**src/rtl/ipc_mbx_pkg.sv**
```systemverilog
package ipc_mbx_pkg;

   localparam logic [7:0] CMD_OFS  = 8'h00;
   localparam logic [7:0] STAT_OFS = 8'h04;
   localparam logic [7:0] WBUF_OFS = 8'h80;
   localparam logic [7:0] RBUF_OFS = 8'h90;
   localparam int unsigned MAX_BUF_WORDS = 4;

   typedef enum logic [2:0] {
      RGN_NONE, RGN_CMD, RGN_STAT, RGN_WBUF, RGN_RBUF
   } region_e;

   typedef struct packed {
      logic [7:0] size;
      logic [3:0] sub;
      logic       ioc;
      logic [7:0] code;
   } cmd_fields_t;

   typedef struct packed {
      logic [7:0] rsv_hi;
      logic [7:0] err_code;
      logic [7:0] initiator;
      logic [3:0] cmd_id;
      logic [1:0] rsv_lo;
      logic       err;
      logic       busy;
   } stat_word_t;

endpackage

```
**src/rtl/ipc_mbx_decode.sv**
```systemverilog
module ipc_mbx_decode
   import ipc_mbx_pkg::*;
#(
   parameter int unsigned BUF_WORDS = 4,
   parameter int unsigned IDX_W     = 2
) (
   input  logic [7:0]       addr,
   output region_e          region,
   output logic [IDX_W-1:0] word_idx
);
   localparam logic [8:0] WB_END = 9'(WBUF_OFS) + 9'(4 * BUF_WORDS);
   localparam logic [8:0] RB_END = 9'(RBUF_OFS) + 9'(4 * BUF_WORDS);

   logic [7:0] off_w, off_r;
   assign off_w = addr - WBUF_OFS;
   assign off_r = addr - RBUF_OFS;

   always_comb begin
      region   = RGN_NONE;
      word_idx = '0;
      if (addr[7:2] == CMD_OFS[7:2]) begin
         region = RGN_CMD;
      end else if (addr[7:2] == STAT_OFS[7:2]) begin
         region = RGN_STAT;
      end else if (addr >= WBUF_OFS && {1'b0, addr} < WB_END) begin
         region   = RGN_WBUF;
         word_idx = off_w[IDX_W+1:2];
      end else if (addr >= RBUF_OFS && {1'b0, addr} < RB_END) begin
         region   = RGN_RBUF;
         word_idx = off_r[IDX_W+1:2];
      end
   end
endmodule

```
**src/rtl/ipc_mbx_bank.sv**
```systemverilog
module ipc_mbx_bank #(
   parameter int unsigned WORDS          = 4,
   parameter int unsigned IDX_W          = 2,
   parameter int unsigned DW             = 32,
   parameter bit          CLEAR_ON_RESET = 1'b1
) (
   input  logic             clk,
   input  logic             rst_n,
   input  logic             we,
   input  logic [IDX_W-1:0] wr_idx,
   input  logic [DW-1:0]    wdata,
   input  logic [IDX_W-1:0] rd_idx,
   output logic [DW-1:0]    rdata
);
   logic [WORDS-1:0][DW-1:0] words;

   for (genvar w = 0; w < WORDS; w++) begin : g_word
      logic          hit;
      logic [DW-1:0] q;
      assign hit = we && (32'(wr_idx) == w);
      if (CLEAR_ON_RESET) begin : g_clr
         always_ff @(posedge clk or negedge rst_n) begin
            if (!rst_n)   q <= '0;
            else if (hit) q <= wdata;
         end
      end else begin : g_keep
         always_ff @(posedge clk) begin
            if (hit) q <= wdata;
         end
      end
      assign words[w] = q;
   end

   assign rdata = (32'(rd_idx) < WORDS) ? words[rd_idx] : '0;
endmodule

```
**src/rtl/ipc_mbx_handshake.sv**
```systemverilog
module ipc_mbx_handshake
   import ipc_mbx_pkg::*;
(
   input  logic        clk,
   input  logic        rst_n,
   input  logic        cmd_wr,
   input  cmd_fields_t cmd_in,
   input  logic        ctl_done,
   input  logic        ctl_err,
   input  logic [7:0]  ctl_err_code,
   output logic        busy,
   output logic        err,
   output logic [7:0]  err_code,
   output cmd_fields_t cmd_q,
   output logic        ctl_irq,
   output logic        host_irq
);
   logic accept, finish;
   assign accept = cmd_wr && !busy;
   assign finish = ctl_done && busy;

   always_ff @(posedge clk or negedge rst_n) begin
      if (!rst_n) begin
         busy     <= 1'b0;
         err      <= 1'b0;
         err_code <= '0;
         cmd_q    <= '0;
         ctl_irq  <= 1'b0;
         host_irq <= 1'b0;
      end else begin
         ctl_irq  <= accept;
         host_irq <= finish && cmd_q.ioc;
         if (accept) begin
            cmd_q    <= cmd_in;
            busy     <= 1'b1;
            err      <= 1'b0;
            err_code <= '0;
         end else if (finish) begin
            busy     <= 1'b0;
            err      <= ctl_err;
            err_code <= ctl_err_code;
         end
      end
   end
endmodule

```
**src/rtl/ipc_mailbox.sv**
```systemverilog
module ipc_mailbox
   import ipc_mbx_pkg::*;
#(
   parameter int unsigned BUF_WORDS  = 4,
   parameter logic [7:0]  HOST_ID    = 8'h01,
   parameter bit          CLEAR_BUFS = 1'b1,
   localparam int unsigned IDX_W = (BUF_WORDS > 1) ? $clog2(BUF_WORDS) : 1
) (
   input  logic             clk,
   input  logic             rst_n,
   input  logic             host_wr,
   input  logic [7:0]       host_addr,
   input  logic [31:0]      host_wdata,
   output logic [31:0]      host_rdata,
   output logic             host_irq,
   output logic             ctl_irq,
   output logic [7:0]       ctl_cmd_code,
   output logic             ctl_cmd_ioc,
   output logic [3:0]       ctl_cmd_sub,
   output logic [7:0]       ctl_cmd_size,
   input  logic [IDX_W-1:0] ctl_wbuf_idx,
   output logic [31:0]      ctl_wbuf_rdata,
   input  logic             ctl_rbuf_we,
   input  logic [IDX_W-1:0] ctl_rbuf_idx,
   input  logic [31:0]      ctl_rbuf_wdata,
   input  logic             ctl_done,
   input  logic             ctl_err,
   input  logic [7:0]       ctl_err_code
);
   if (BUF_WORDS < 1 || BUF_WORDS > MAX_BUF_WORDS) begin : g_bad_words
      $error("ipc_mailbox: BUF_WORDS must lie in 1..%0d", MAX_BUF_WORDS);
   end

   region_e          region;
   logic [IDX_W-1:0] host_idx;
   logic             busy_q, err_q;
   logic [7:0]       code_q;
   cmd_fields_t      cmd_in, cmd_q;
   stat_word_t       stat;
   logic [31:0]      rbuf_rdata;

   ipc_mbx_decode #(.BUF_WORDS(BUF_WORDS), .IDX_W(IDX_W)) u_dec (
      .addr(host_addr), .region(region), .word_idx(host_idx)
   );

   assign cmd_in = '{size: host_wdata[23:16], sub: host_wdata[15:12],
                     ioc: host_wdata[8], code: host_wdata[7:0]};

   ipc_mbx_handshake u_hs (
      .clk(clk), .rst_n(rst_n),
      .cmd_wr(host_wr && region == RGN_CMD), .cmd_in(cmd_in),
      .ctl_done(ctl_done), .ctl_err(ctl_err), .ctl_err_code(ctl_err_code),
      .busy(busy_q), .err(err_q), .err_code(code_q), .cmd_q(cmd_q),
      .ctl_irq(ctl_irq), .host_irq(host_irq)
   );

   ipc_mbx_bank #(.WORDS(BUF_WORDS), .IDX_W(IDX_W), .DW(32),
                  .CLEAR_ON_RESET(CLEAR_BUFS)) u_wbuf (
      .clk(clk), .rst_n(rst_n),
      .we(host_wr && region == RGN_WBUF), .wr_idx(host_idx), .wdata(host_wdata),
      .rd_idx(ctl_wbuf_idx), .rdata(ctl_wbuf_rdata)
   );

   ipc_mbx_bank #(.WORDS(BUF_WORDS), .IDX_W(IDX_W), .DW(32),
                  .CLEAR_ON_RESET(CLEAR_BUFS)) u_rbuf (
      .clk(clk), .rst_n(rst_n),
      .we(ctl_rbuf_we), .wr_idx(ctl_rbuf_idx), .wdata(ctl_rbuf_wdata),
      .rd_idx(host_idx), .rdata(rbuf_rdata)
   );

   assign stat = '{rsv_hi: 8'h00, err_code: code_q, initiator: HOST_ID,
                   cmd_id: cmd_q.sub, rsv_lo: 2'b00, err: err_q, busy: busy_q};

   always_comb begin
      case (region)
         RGN_STAT: host_rdata = stat;
         RGN_RBUF: host_rdata = rbuf_rdata;
         default:  host_rdata = '0;
      endcase
   end

   assign ctl_cmd_code = cmd_q.code;
   assign ctl_cmd_ioc  = cmd_q.ioc;
   assign ctl_cmd_sub  = cmd_q.sub;
   assign ctl_cmd_size = cmd_q.size;
endmodule

```
**config.mk**
```make
export PLATFORM = sky130hd
export DESIGN_NAME = ipc_mailbox
export DESIGN_NICKNAME = d
export VERILOG_FILES = /design/src/rtl/ipc_mbx_pkg.sv /design/src/rtl/ipc_mbx_decode.sv /design/src/rtl/ipc_mbx_bank.sv /design/src/rtl/ipc_mbx_handshake.sv /design/src/rtl/ipc_mailbox.sv
export SDC_FILE = /design/constraint.sdc
export NUM_CORES = 1
export LEC_CHECK = 0
export CAP_MARGIN = 0
export CORE_MARGIN = 2
export CORE_UTILIZATION = 35
export CTS_BUF_LIST = sky130_fd_sc_hd__clkbuf_4
export DETAILED_ROUTE_END_ITERATION = 12
export GPL_TIMING_DRIVEN = 0
export PLACE_DENSITY_LB_ADDON = 0.15
export SETUP_SLACK_MARGIN = 0.02
export SYNTH_ARGS = -nofsm -noshare
export SYNTH_HDL_FRONTEND = slang
export SYNTH_SLANG_ARGS = --single-unit
```
**constraint.sdc**
```tcl
create_clock -name clk -period 2.6 [get_ports clk]
set_input_delay 0.52 -clock clk [delete_from_list [all_inputs] [get_ports clk]]
set_output_delay 0.52 -clock clk [all_outputs]
set_load 0.02 [all_outputs]
```
==> results of run 1 <==
-- kinds of logic after synthesis --
| logic type | count (synthesis) | synth area share, % |
|---|---|---|
| AOI/OAI and AO/OA | 73 | 5.23 |
| and+or+nand+nor | 53 | 2.30 |
| buffers and inverters | 58 | 2.07 |
| muxes | 341 | 33.1 |
| DFF | 289 | 57.3 |
-- state kept, by name, indices dropped and copies added (netlist names) --
name and flops:
u_rbuf.g_word.q 128, u_wbuf.g_word.q 128, u_hs.cmd_q 21, u_hs.err_code 8, u_hs.busy 1, u_hs.ctl_irq 1
u_hs.err 1, u_hs.host_irq 1
-- cells in the final DEF, fill, tap and decap left out, types with 2 or more instances in the layout --
master | synthesis | routed
clkbuf_8 | 0 | 6
buf_2 | 23 | 21
a32o_2 | 0 | 6
buf_6 | 2 | 11
clkbuf_4 | 0 | 129
dlygate4sd2_1 | 0 | 40
clkdlybuf4s15_2 | 0 | 6
clkbuf_2 | 0 | 5
buf_1 | 6 | 5
a221o_1 | 14 | 14
o211a_1 | 17 | 17
dfrtp_1 | 289 | 289
mux2_1 | 20 | 20
buf_16 | 0 | 3
mux2_2 | 257 | 257
diode_2 | 0 | 3
o21ai_0 | 9 | 9
nand3b_1 | 3 | 3
nand3_1 | 2 | 2
buf_4 | 0 | 27
mux4_2 | 33 | 33
nand2_1 | 33 | 33
clkdlybuf4s50_1 | 0 | 101
clkdlybuf4s15_1 | 0 | 6
clkinv_2 | 0 | 2
mux2i_1 | 31 | 31
a32o_1 | 14 | 8
clkbuf_1 | 25 | 9
clkinv_1 | 0 | 11
nor4b_4 | 1 | 2
a21o_1 | 2 | 2
a2bb2oi_1 | 17 | 17
-- repair_timing --
item,4_1_cts,5_1_grt
gates resized for setup,219,6
endpoints found under the setup margin,64,29
gates cloned,3,0
pin swaps,8,3
endpoints found under the hold margin,58,0
buffers inserted,10,3
hold buffers,1,0
-- final timing paths --
kind,start,to,slack [ns],cells after the start
min in group clk,ctl_err_code[1],u_hs.err_code[1],0.39,3
min reg2reg,u_hs.cmd_q[18],u_hs.cmd_q[18],0.48,1
max reg2reg,u_hs.busy,u_hs.cmd_q[9],0.83,3
max,host_addr[3],host_rdata[22],0.09,7
max in group asynchronous,rst_n,u_rbuf.g_word[0].q[20],1.34,3
min,rst_n,u_wbuf.g_word[0].q[5],0.37,2
-- power by group through the flow --
stage	Clock [mW]	Combinational, mW	Sequential (mW)
final	4.13	1.90	5.54
after global routing	4.59	2.06	5.63
after CTS	4.32	1.93	5.54
after detailed placement	0	1.96	5.62
after global placement	0	1.91	5.62
after floorplan	0	1.16	5.57
-- per-stage QoR --
step	TNS, ns	util, %	cell area, µm²	setup slack [ns]	total power, mW
floorplan	0	-	12600	0.215	6.73
global placement	-3590.14	41.9	14900	-12.23	7.53
detailed placement	-68.87	42.2	15000	-1.39	7.58
CTS	0	45.5	16200	0.0396	11.8
global route	0	45.6	16200	0.0237	12.3
finish	0	45.6	16200	0.0901	11.6
-- worst max-delay path: stages --
cell and delay (ns):
clkdlybuf4s15_2 0.24, buf_6 0.16, clkinvlp_4 0.11, clkbuf_8 0.18, a221o_1 0.32, a32o_2 0.28
buf_4 0.16
-- layer usage --
metal  wire, µm  GRT usage, %
met5         13             0
met4        698          5.72
met3       1810          4.87
met2      15400          27.9
met1      15100          24.5
-- final cells by class --
type / instances / area share [%]
Clock inverter: 15 / 0.524
Antenna cell: 3 / 0.0462
Tap cell: 461 / 3.55
Buffer: 55 / 2.31
Sequential cell: 289 / 44.5
Clock buffer: 124 / 5.73
Multi-Input combinational cell: 467 / 31.8
Timing Repair Buffer: 192 / 11.4
Inverter: 2 / 0.0694
==> metrics.txt, run 1 <==
run status=finished clean; Post-Syn Instances=~810; Psw=3.02 mW; area added between synthesis and finish=28.7%; HPWL after DPL=21.7 mm; Leak Pwr=7.69 nW; Post-synth ARST share=100%; DP Cell Count=1450; CTS H-tree lvls=3; I/O pins=~180; via count=8168; pin count of the biggest net entering global routing=around 90; layout cell share with drive strength beyond 1=approximately 45%; gp weighted congestion=0.731; total core area=35600 µm²; first-pass GRT wire length=52.0 mm; Synth cell types=33; cell internal pwr=8.55 mW; pwr/cell area=712 nW/µm²; Final ANT Viol Nets=0; Finish-stage setup viols=0; Syn Std Cell Area=12600 µm²; global route overflow=0; final net count=roughly 1200; hold slack=0.366 ns; sequential power share=between 40 and 50%; final period utilization=96.5%; slew margin rel.=between 40% and 50%; crit path max fanout=10; Worst-path clk slew=approximately 0.06 ns; die height=194 µm; Max Root-Sink Buffers=3; die area=37600 µm²; GRT Total Usage=18.0%; logic gate share of total power=between 15 and 20%; vias per cell=5.08; power share of the clock group=35.7%; Skew-Pair Late Insertion Delay=0.69 ns; number of global-route vias before repair=8613; Mapped Nets=904; Multi-input gate area=a little over 5000 µm²; element type at the critical path end=output pin; detailed router's first-iteration violation count=between 200 and 300; initial antenna violation count=4; Seq cells post-synth=about 290; Crit Path Class=in -> out; Peak VDD IR=0.000322 V; Data arrival, critical path=between 1.5 and 2 ns; switching share of power=26.1%; FILL cells=approximately 3300; Top FF cell, synth=dfrtp_1; Register Area=7230 µm²; row count=69; Hold Path Class=in -> async; Layout Cells excl Fill=1608; Post-synth EDFFs=0; yosys warns=0; Root Buffer=clkbuf_4; ranking of synthesized cells by area=dfrtp_1 57%, mux2_2 23%, mux4_2 5.9%; sequential area share after synthesis=~57%; final clock skew=around 0.016 ns; maximum clock frequency=approximately 400 MHz; routed length per placed instance=20.5 µm; Synth top area share=57.3%; Setup crit start kind=input port; final WL=33.0 mm; Max Cap Viol=0; Hold Vio Cnt, Final=0; Initial Util=35.5%; Yosys top cell by area=dfrtp_1; minimum clock period=~2.5 ns; Die Wd=194 µm; Worst Tran Pin Value=0.846 ns; Port Buffer Count=172; drt pass-1 iters=4; count leader, synth=dfrtp_1; Final Max Tran Viols=0; Required @ worst endpoint=approximately 2.1 ns; RSZ-0062 raised after global routing=no; clock sink total=289; DRC Markers=0; CTS tree=done; Synth top cells by count=289 x dfrtp_1, 257 x mux2_2, 33 x mux4_2, 33 x nand2_1, 31 x mux2i_1; Avg Cell Area, Syn=between 15 and 20 µm²; Num CTS Buffers=82
Note: power is estimated with default switching activity, not from simulation.
==> run 2: changes to the inputs <==
- ABC_CLOCK_PERIOD_IN_PS: not set -> 2600
==> results of run 2 <==
Same layout as run 1: the final DEF is identical, and so are final timing and power.
